===== config.mk =====
export PLATFORM = sky130hd
export DESIGN_NAME = can_spi_cmd_master
export DESIGN_NICKNAME = d
export VERILOG_FILES = /design/src/rtl/can_spi_pkg.sv /design/src/rtl/can_spi_phase_timer.sv /design/src/rtl/can_spi_shifter.sv /design/src/rtl/can_spi_cmd_master.sv
export SDC_FILE = /design/constraint.sdc
export NUM_CORES = 1
export LEC_CHECK = 0
export ABC_AREA = 0
export BUFFER_PORTS_ARGS = -buffer_cell sky130_fd_sc_hd__buf_2
export CAP_MARGIN = 10
export CORE_AREA = 2 2 82 84
export DETAILED_ROUTE_END_ITERATION = 10
export DIE_AREA = 0 0 84 86
export HOLD_SLACK_MARGIN = 0.03
export SLEW_MARGIN = 20
export SYNTH_ARGS = -nofsm -noshare
export SYNTH_HDL_FRONTEND = slang
export SYNTH_HIERARCHICAL = 1
export SYNTH_SLANG_ARGS = --single-unit

===== constraint.sdc =====
create_clock -name clk -period 3.9 [get_ports clk]
set_clock_uncertainty 0.05 [all_clocks]
set_input_delay 0.78 -clock clk [delete_from_list [all_inputs] [get_ports clk]]
set_output_delay 0.78 -clock clk [all_outputs]
set_load 0.005 [all_outputs]

===== src/rtl/can_spi_pkg.sv =====
package can_spi_pkg;

    localparam int FRAME_BITS = 24;
    localparam int BYTE_W     = 8;
    localparam int BIT_IDX_W  = $clog2(FRAME_BITS);

    typedef enum logic [1:0] {
        ST_IDLE = 2'd0,
        ST_LOW  = 2'd1,
        ST_HIGH = 2'd2,
        ST_TAIL = 2'd3
    } seq_state_e;

    typedef struct packed {
        seq_state_e            state;
        logic                  sck;
        logic                  cs_n;
        logic                  done;
        logic [BYTE_W-1:0]     rx_byte;
        logic [BIT_IDX_W-1:0]  bit_idx;
    } seq_regs_t;

endpackage


===== src/rtl/can_spi_phase_timer.sv =====
module can_spi_phase_timer #(
    parameter int LO_LEN = 5,
    parameter int HI_LEN = 4
) (
    input  logic clk,
    input  logic rst_n,
    input  logic run,
    input  logic hi_sel,
    output logic expire
);

    localparam int MAX_LEN = (LO_LEN > HI_LEN) ? LO_LEN : HI_LEN;
    localparam int CNT_W   = $clog2(MAX_LEN + 1);

    logic [CNT_W-1:0] cnt_d, cnt_q;
    logic [CNT_W-1:0] limit;

    always_comb begin
        limit  = hi_sel ? CNT_W'(HI_LEN - 1) : CNT_W'(LO_LEN - 1);
        expire = run && (cnt_q == limit);
        if (!run || expire) begin
            cnt_d = '0;
        end else begin
            cnt_d = cnt_q + 1'b1;
        end
    end

    always_ff @(posedge clk or negedge rst_n) begin
        if (!rst_n) begin
            cnt_q <= '0;
        end else begin
            cnt_q <= cnt_d;
        end
    end


    cnt_range_chk: assert property (@(posedge clk) disable iff (!rst_n)
        cnt_q < CNT_W'(MAX_LEN));

endmodule


===== src/rtl/can_spi_shifter.sv =====
module can_spi_shifter #(
    parameter int FRAME_BITS = 24,
    parameter int RX_BITS    = 8
) (
    input  logic                  clk,
    input  logic                  rst_n,
    input  logic                  load,
    input  logic [FRAME_BITS-1:0] load_word,
    input  logic                  shift_out,
    input  logic                  sample_in,
    input  logic                  miso,
    output logic                  mosi,
    output logic [RX_BITS-1:0]    rx_word
);

    logic [FRAME_BITS-1:0] tx_d, tx_q;
    logic [RX_BITS-1:0]    rx_d, rx_q;

    always_comb begin
        tx_d = tx_q;
        rx_d = rx_q;
        if (load) begin
            tx_d = load_word;
        end else if (shift_out) begin
            tx_d = {tx_q[FRAME_BITS-2:0], 1'b0};
        end
        if (sample_in) begin
            rx_d = {rx_q[RX_BITS-2:0], miso};
        end
    end

    always_ff @(posedge clk or negedge rst_n) begin
        if (!rst_n) begin
            tx_q <= '0;
            rx_q <= '0;
        end else begin
            tx_q <= tx_d;
            rx_q <= rx_d;
        end
    end

    assign mosi    = tx_q[FRAME_BITS-1];
    assign rx_word = rx_q;


    load_shift_excl_chk: assert property (@(posedge clk) disable iff (!rst_n)
        !(load && shift_out));


    shift_sample_excl_chk: assert property (@(posedge clk) disable iff (!rst_n)
        !(shift_out && sample_in));

endmodule


===== src/rtl/can_spi_cmd_master.sv =====
module can_spi_cmd_master
    import can_spi_pkg::*;
#(
    parameter int SYS_CLK_KHZ = 8300,
    parameter int SCK_MAX_KHZ = 1000
) (
    input  logic              clk,
    input  logic              rst_n,
    input  logic              start,
    input  logic [BYTE_W-1:0] cmd_instr,
    input  logic [BYTE_W-1:0] cmd_addr,
    input  logic [BYTE_W-1:0] cmd_data,
    output logic              busy,
    output logic              done,
    output logic [BYTE_W-1:0] rx_byte,
    output logic              spi_sck,
    output logic              spi_cs_n,
    output logic              spi_mosi,
    input  logic              spi_miso
);

    localparam int DIV_RAW = (SYS_CLK_KHZ + SCK_MAX_KHZ - 1) / SCK_MAX_KHZ;
    localparam int DIV     = (DIV_RAW < 2) ? 2 : DIV_RAW;
    localparam int HI_LEN  = DIV / 2;
    localparam int LO_LEN  = DIV - HI_LEN;

    seq_regs_t r_d, r_q;

    logic              expire;
    logic              load;
    logic              shift_out;
    logic              sample_in;
    logic [BYTE_W-1:0] rx_word;

    can_spi_phase_timer #(
        .LO_LEN (LO_LEN),
        .HI_LEN (HI_LEN)
    ) i_timer (
        .clk    (clk),
        .rst_n  (rst_n),
        .run    (r_q.state != ST_IDLE),
        .hi_sel (r_q.state == ST_HIGH),
        .expire (expire)
    );

    can_spi_shifter #(
        .FRAME_BITS (FRAME_BITS),
        .RX_BITS    (BYTE_W)
    ) i_shifter (
        .clk       (clk),
        .rst_n     (rst_n),
        .load      (load),
        .load_word ({cmd_instr, cmd_addr, cmd_data}),
        .shift_out (shift_out),
        .sample_in (sample_in),
        .miso      (spi_miso),
        .mosi      (spi_mosi),
        .rx_word   (rx_word)
    );

    always_comb begin
        r_d       = r_q;
        r_d.done  = 1'b0;
        load      = 1'b0;
        shift_out = 1'b0;
        sample_in = 1'b0;
        unique case (r_q.state)
            ST_IDLE: begin
                if (start) begin
                    load        = 1'b1;
                    r_d.state   = ST_LOW;
                    r_d.cs_n    = 1'b0;
                    r_d.bit_idx = '0;
                end
            end
            ST_LOW: begin
                if (expire) begin
                    sample_in = 1'b1;
                    r_d.sck   = 1'b1;
                    r_d.state = ST_HIGH;
                end
            end
            ST_HIGH: begin
                if (expire) begin
                    r_d.sck = 1'b0;
                    if (r_q.bit_idx == BIT_IDX_W'(FRAME_BITS - 1)) begin
                        r_d.state = ST_TAIL;
                    end else begin
                        shift_out   = 1'b1;
                        r_d.bit_idx = r_q.bit_idx + 1'b1;
                        r_d.state   = ST_LOW;
                    end
                end
            end
            ST_TAIL: begin
                if (expire) begin
                    r_d.state   = ST_IDLE;
                    r_d.cs_n    = 1'b1;
                    r_d.done    = 1'b1;
                    r_d.rx_byte = rx_word;
                    r_d.bit_idx = '0;
                end
            end
            default: r_d.state = ST_IDLE;
        endcase
    end

    always_ff @(posedge clk or negedge rst_n) begin
        if (!rst_n) begin
            r_q.state   <= ST_IDLE;
            r_q.sck     <= 1'b0;
            r_q.cs_n    <= 1'b1;
            r_q.done    <= 1'b0;
            r_q.rx_byte <= '0;
            r_q.bit_idx <= '0;
        end else begin
            r_q <= r_d;
        end
    end

    assign busy     = (r_q.state != ST_IDLE);
    assign done     = r_q.done;
    assign rx_byte  = r_q.rx_byte;
    assign spi_sck  = r_q.sck;
    assign spi_cs_n = r_q.cs_n;


    sck_idle_low_chk: assert property (@(posedge clk) disable iff (!rst_n)
        spi_cs_n |-> !spi_sck);


    done_single_chk: assert property (@(posedge clk) disable iff (!rst_n)
        done |=> !done);


    done_with_cs_chk: assert property (@(posedge clk) disable iff (!rst_n)
        $rose(spi_cs_n) |-> done);


    frame_hold_chk: assert property (@(posedge clk) disable iff (!rst_n)
        (busy && !(r_q.state == ST_TAIL && expire)) |=> !spi_cs_n);


    bit_range_chk: assert property (@(posedge clk) disable iff (!rst_n)
        r_q.bit_idx < BIT_IDX_W'(FRAME_BITS));


    mosi_stable_high_chk: assert property (@(posedge clk) disable iff (!rst_n)
        (spi_sck && $past(spi_sck)) |-> $stable(spi_mosi));

endmodule


# Word-level counts from Yosys, hierarchy flattened
# Index checks and enable logic that the tools add are counted.
dict set report totals {
  regBits 53
  inputBits 28
  output_inout_bits 13
  wordCells 61
}
dict set report op_classes {
  n_addsub 2
  n_eq_ne 10
  mux 26
  reduce_logical 14
}
# operator count
set op_table {}
lappend op_table {{2-to-1 mux 24 bit} 2}
lappend op_table {{2-to-1 mux 15 bit} 1}
lappend op_table {{2-to-1 mux 5 bit} 3}
lappend op_table {{one-hot mux 5 bit (3 select lines)} 1}
lappend op_table {{2-to-1 mux 3 bit} 4}
lappend op_table {{inequality test 2 bit, second input constant} 5}
lappend op_table {{2-to-1 mux 9 bit} 1}
lappend op_table {{2-to-1 mux 1 bit} 8}
lappend op_table {{one-hot mux 2 bit (4 select lines)} 1}
lappend op_table {{nonzero test 2 bit} 4}
lappend op_table {{2-to-1 mux 2 bit} 3}
lappend op_table {{AND reduction 3 bit} 2}
lappend op_table {{adder 5 x 1 -> 5 bit, second input constant} 1}
lappend op_table {{equality test 5 bit, second input constant} 1}
lappend op_table {{AND reduction 5 bit} 1}
lappend op_table {{equality test 2 bit, second input constant} 2}
lappend op_table {{one-hot mux 1 bit (2 select lines)} 2}
lappend op_table {{AND reduction 4 bit} 1}
lappend op_table {{adder 3 x 1 -> 3 bit, second input constant} 1}
lappend op_table {{equality test 3 bit} 1}
lappend op_table {{nonzero test 3 bit} 1}
lappend op_table {{equality test 2 x 1 -> 1 bit, second input constant} 1}
lappend op_table {{zero test 2 bit} 1}
lappend op_table {{AND reduction 2 bit} 1}
lappend op_table {{other kinds (3)} 3}

# Logic depth before layout (Yosys ltp)
dict set report logic_depth {
  ltp_word 8
  ltp_mapped 11
  ltp_nobuf 8
}

# Hierarchy
# The synthesis kept the hierarchy.
# mod instances cells_each area_each_um2 seq_area_each_um2
set by_module_without_submodules {}
lappend by_module_without_submodules {can_spi_shifter 1 121 1420.1 800.8}
lappend by_module_without_submodules {can_spi_cmd_master 1 76 894.6 451.7}
lappend by_module_without_submodules {can_spi_phase_timer 1 16 170.2 75.1}

# Worst setup path before layout
# OpenSTA, ideal clock, no wires.
dict set report synth_timing {
  path_type {register to register}
  start {register r_q[16] in the netlist's numbering}
  end {register i_shifter.tx_q[10]}
  setup_ns 0.132
  arrival_time_ns 2.619
  required_time_ns 3.718
  setup_slack_ns 1.099
  path_stages_with_launch 12
  path_buffers 3
  period_less_slack_ns 2.801
  cell_sequence {dfrtp_1 > buf_4 > nand2b_1 > inv_1 > or4b_1 > a21boi_0 > nand3b_1 > nor2b_2 > buf_6 > buf_12 > mux2i_1 > o21ai_1}
}
dict set report synth_via {
  elab_chain_cells 7
  elab_cells_between_ends 11
  cone_classes {2 x eq/ne; 5 x mux; 4 x reduce/logical}
}
# element line
set synth_rtl {}
lappend synth_rtl {{start, declared} can_spi_cmd_master.sv:27} ;# seq_regs_t r_d, r_q;
lappend synth_rtl {{start signal, assigned} can_spi_cmd_master.sv:117} ;# r_q <= r_d;
lappend synth_rtl {{equality test 2 bit} can_spi_cmd_master.sv:42} ;# .hi_sel (r_q.state == ST_HIGH),
lappend synth_rtl {{2-to-1 mux 3 bit} can_spi_phase_timer.sv:19} ;# limit = hi_sel ? CNT_W'(HI_LEN - 1) : CNT_W'(LO_LEN - 1);
lappend synth_rtl {{equality test 3 bit} can_spi_phase_timer.sv:20} ;# expire = run && (cnt_q == limit);
lappend synth_rtl {{logical AND 1 bit (*)} can_spi_phase_timer.sv:20}
lappend synth_rtl {{net expire} can_spi_cmd_master.sv:29} ;# logic expire;
lappend synth_rtl {{2-to-1 mux 1 bit (*)} can_spi_cmd_master.sv:84} ;# if (expire) begin
lappend synth_rtl {{2-to-1 mux 1 bit (*)} can_spi_cmd_master.sv:67} ;# unique case (r_q.state)
lappend synth_rtl {{net shift_out} can_spi_cmd_master.sv:31} ;# logic shift_out;
lappend synth_rtl {{nonzero test 2 bit (no line) (*)} -}
lappend synth_rtl {{end signal, assigned} can_spi_shifter.sv:37} ;# tx_q <= tx_d;
lappend synth_rtl {{end, declared} can_spi_shifter.sv:16} ;# logic [FRAME_BITS-1:0] tx_d, tx_q;
# The timed path passes the listed nets; every way through them passes the cells marked *.
# A chain may end at the register's enable or synchronous reset.

# Final worst setup path
dict set report layout_timing {
  start {register r_q[16] in the netlist's numbering}
  end {register i_shifter.tx_q[1]}
}
# The elaborated chain is that of the path after synthesis.

==> metrics <==
TritonCTS Sinks 53; cell count after synthesis approximately 210; Final GP Congestion 0.719; number of DRC markers in iteration 0 69; WL final 4.15 mm; CTS clk-pin slew, worst paths 0.09 ns; filler instances 605; register area approximately 1300 um2; clk_lat worst skew 0.31 ns; layout cells sized above 1 0.290; CTS Buf Count 5; EDFF count, synth 0; CP Launch Type register; post-DR wirelength/cell around 13 um; Post-Synth XOR/XNOR Area 0; Fin. Hold Viols 0; worst hold path class reg2reg; Starting Density 0.396; # rows 29; CP required 4.02 ns; initial antenna violation count 0; Layout area overhead 9.72%; final core occ 0.434; RSZ-0062 raised after global routing no; Tcrit/Tclk final 0.847; final instance area 2730 um2; leading cell types in the layout, fill and taps excluded 52 x dfrtp_1, 40 x buf_2, 25 x nand2_1; Post-Syn Area 2480 um2; synthesized area per cell 11.7 um2; Ports 41; Port Buf Inserts 40; vias per cell between 4 and 5; adder-cell area share of the yosys netlist 0.0101; Ys Warns 6; Total Routing Usage GR 0.127; most common cell after layout, fill and taps aside dfrtp_1; VDD IR-drop max 0.000257 V; complex-gate fraction of the synthesized area 0.0957; Clock Tree Root clkbuf_8; Setup Crit Path Kind reg2reg; drt pass-1 iters 4; Fmax about 300 MHz; Crit Path Max Fanout 27; Synth Area in Simple Gates 0.116; nets@finish 274; die area 7220 um2; post-synthesis mux area share 0.171; largest family of logic cells by synthesized area multiplexers; setup TNS 0 ns; endpoint class of the critical path register; hold buffers post-CTS 0; Die W between 80 and 90 um; Clock Tree Buf Depth 2; ys async rst share 1.00; syn nets between 200 and 250; DR vias roughly 1,600; worst rel slew slack 0.445; leakage 1.24 nW; Main synth FF type dfrtp_1; Die H about 86 um; Least-Margin Pin Slew 0.833 ns; CTS resizes 0; DP HPWL 2.81 mm; number of setup violations in the final report 0; htree depth 2; first-pass GRT wire length 7.41 mm; Post-DRT Antenna Nets 0; Residual DRC 0; distinct cell type count after synthesis 40; CTS tree built; Seq/Total Area, Yosys 0.534; grt ovf 0; ant diodes 0; Final Slew Violations 0; largest net degree at the start of global routing 53; P per Cell Area 576 nW/um2; Core Footprint 6280 um2; placed inst area 2640 um2; min Tclk post-route 3.30 ns; flops & latches, synth 53; max_cap viols 0; arrival time at the worst endpoint around 3.4 ns; postcts setup bufs 0; Multi-input gate area between 900 and 1000 um2; status finished clean; vias in the first global route 1,627
[layout make-up]
cell class | count | share of cell area
sequential | 53 | 0.487
tap | 77 | 0.0353
inverter | 5 | 0.00688
timing repair buffer | 43 | 0.0817
clock buffer | 7 | 0.0280
clock inverter | 1 | 0.00275
multi-input combinational | 136 | 0.358
[registers in the layout, indices dropped and copies added, names as in the netlist]
register and flops:
i_shifter/rx_word 8, spi_sck 1, r_q 7, i_timer/cnt_q 3
rx_byte 8, i_shifter/tx_q 24, spi_cs_n 1, done 1
[critical path: stages (launching register included)]
cell	delay, ns
dfrtp_1	0.53
nand2b_1	0.20
inv_1	0.12
or4b_1	0.52
a21boi_0	0.60
nand3b_1	0.27
nor2b_2	0.15
buf_4	0.37
mux2i_1	0.22
o21ai_0	0.10
[cell usage after synthesis (all sizes together) (3+ instances only)]
cell,n,area [um2]
dfrtp,52,1300
o21ai,28,140
nand2,25,93.8
mux2i,23,230
buf,18,158
mux2,17,195
inv,5,18.8
nand2b,4,25.0
nor2,4,15.0
nand3,3,20.0
nand3b,3,22.5
[through the flow]
stage / std cells / total power [mW] / setup slack [ns] / hold WS [ns]
floorplan: 213 / 1.19 / 1.10 / 0.404
global placement: 314 / 1.28 / 0.725 / 0.425
detailed placement: 314 / 1.29 / 0.589 / 0.425
CTS: 322 / 1.60 / 0.567 / 0.443
global route: 322 / 1.70 / 0.197 / 0.468
finish: 322 / 1.57 / 0.596 / 0.443
[final timing paths]
check                                endpoint     start  cells after the start  slack [ns]
max in group asynchronous            spi_cs_n     rst_n                      2        2.50
setup reg to reg            i_shifter/tx_q[1]   r_q[16]                      9        0.60
min in group asynchronous  i_shifter/tx_q[17]     rst_n                      1        0.52
setup / recovery            i_shifter/tx_q[1]   r_q[16]                      9        0.60
hold / removal                       spi_cs_n  spi_cs_n                      2        0.44
hold reg to reg                      spi_cs_n  spi_cs_n                      2        0.44
[cell families (layout without fill, tap and decap cells)]
family	Yosys count	in the layout
and+or+nand+nor	53	53
DFF	53	53
AOI/OAI and AO/OA	41	41
buffers and inverters	24	56
muxes	40	40
adders and majority gates	2	2
[report_power, final]
| part | switching, mW | total, mW | leakage, nW | internal (mW) |
|---|---|---|---|---|
| sequential | 0.133 | 0.879 | 0.674 | 0.746 |
| combinational | 0.183 | 0.393 | 0.523 | 0.210 |
| clock | 0.172 | 0.299 | 0.0385 | 0.127 |
| total | 0.488 | 1.57 | 1.24 | 1.08 |
[per-layer routing]
metal | vias to the layer above | share of wire | global-route usage
met4 | 0 | 0.017 | 0.0484
met2 | 35 | 0.44 | 0.202
met1 | 742 | 0.50 | 0.170
met3 | 8 | 0.051 | 0.0298
met5 | - | 0 | 0
li1 | 794 | - | -
Power figures use the tool's default switching activity.
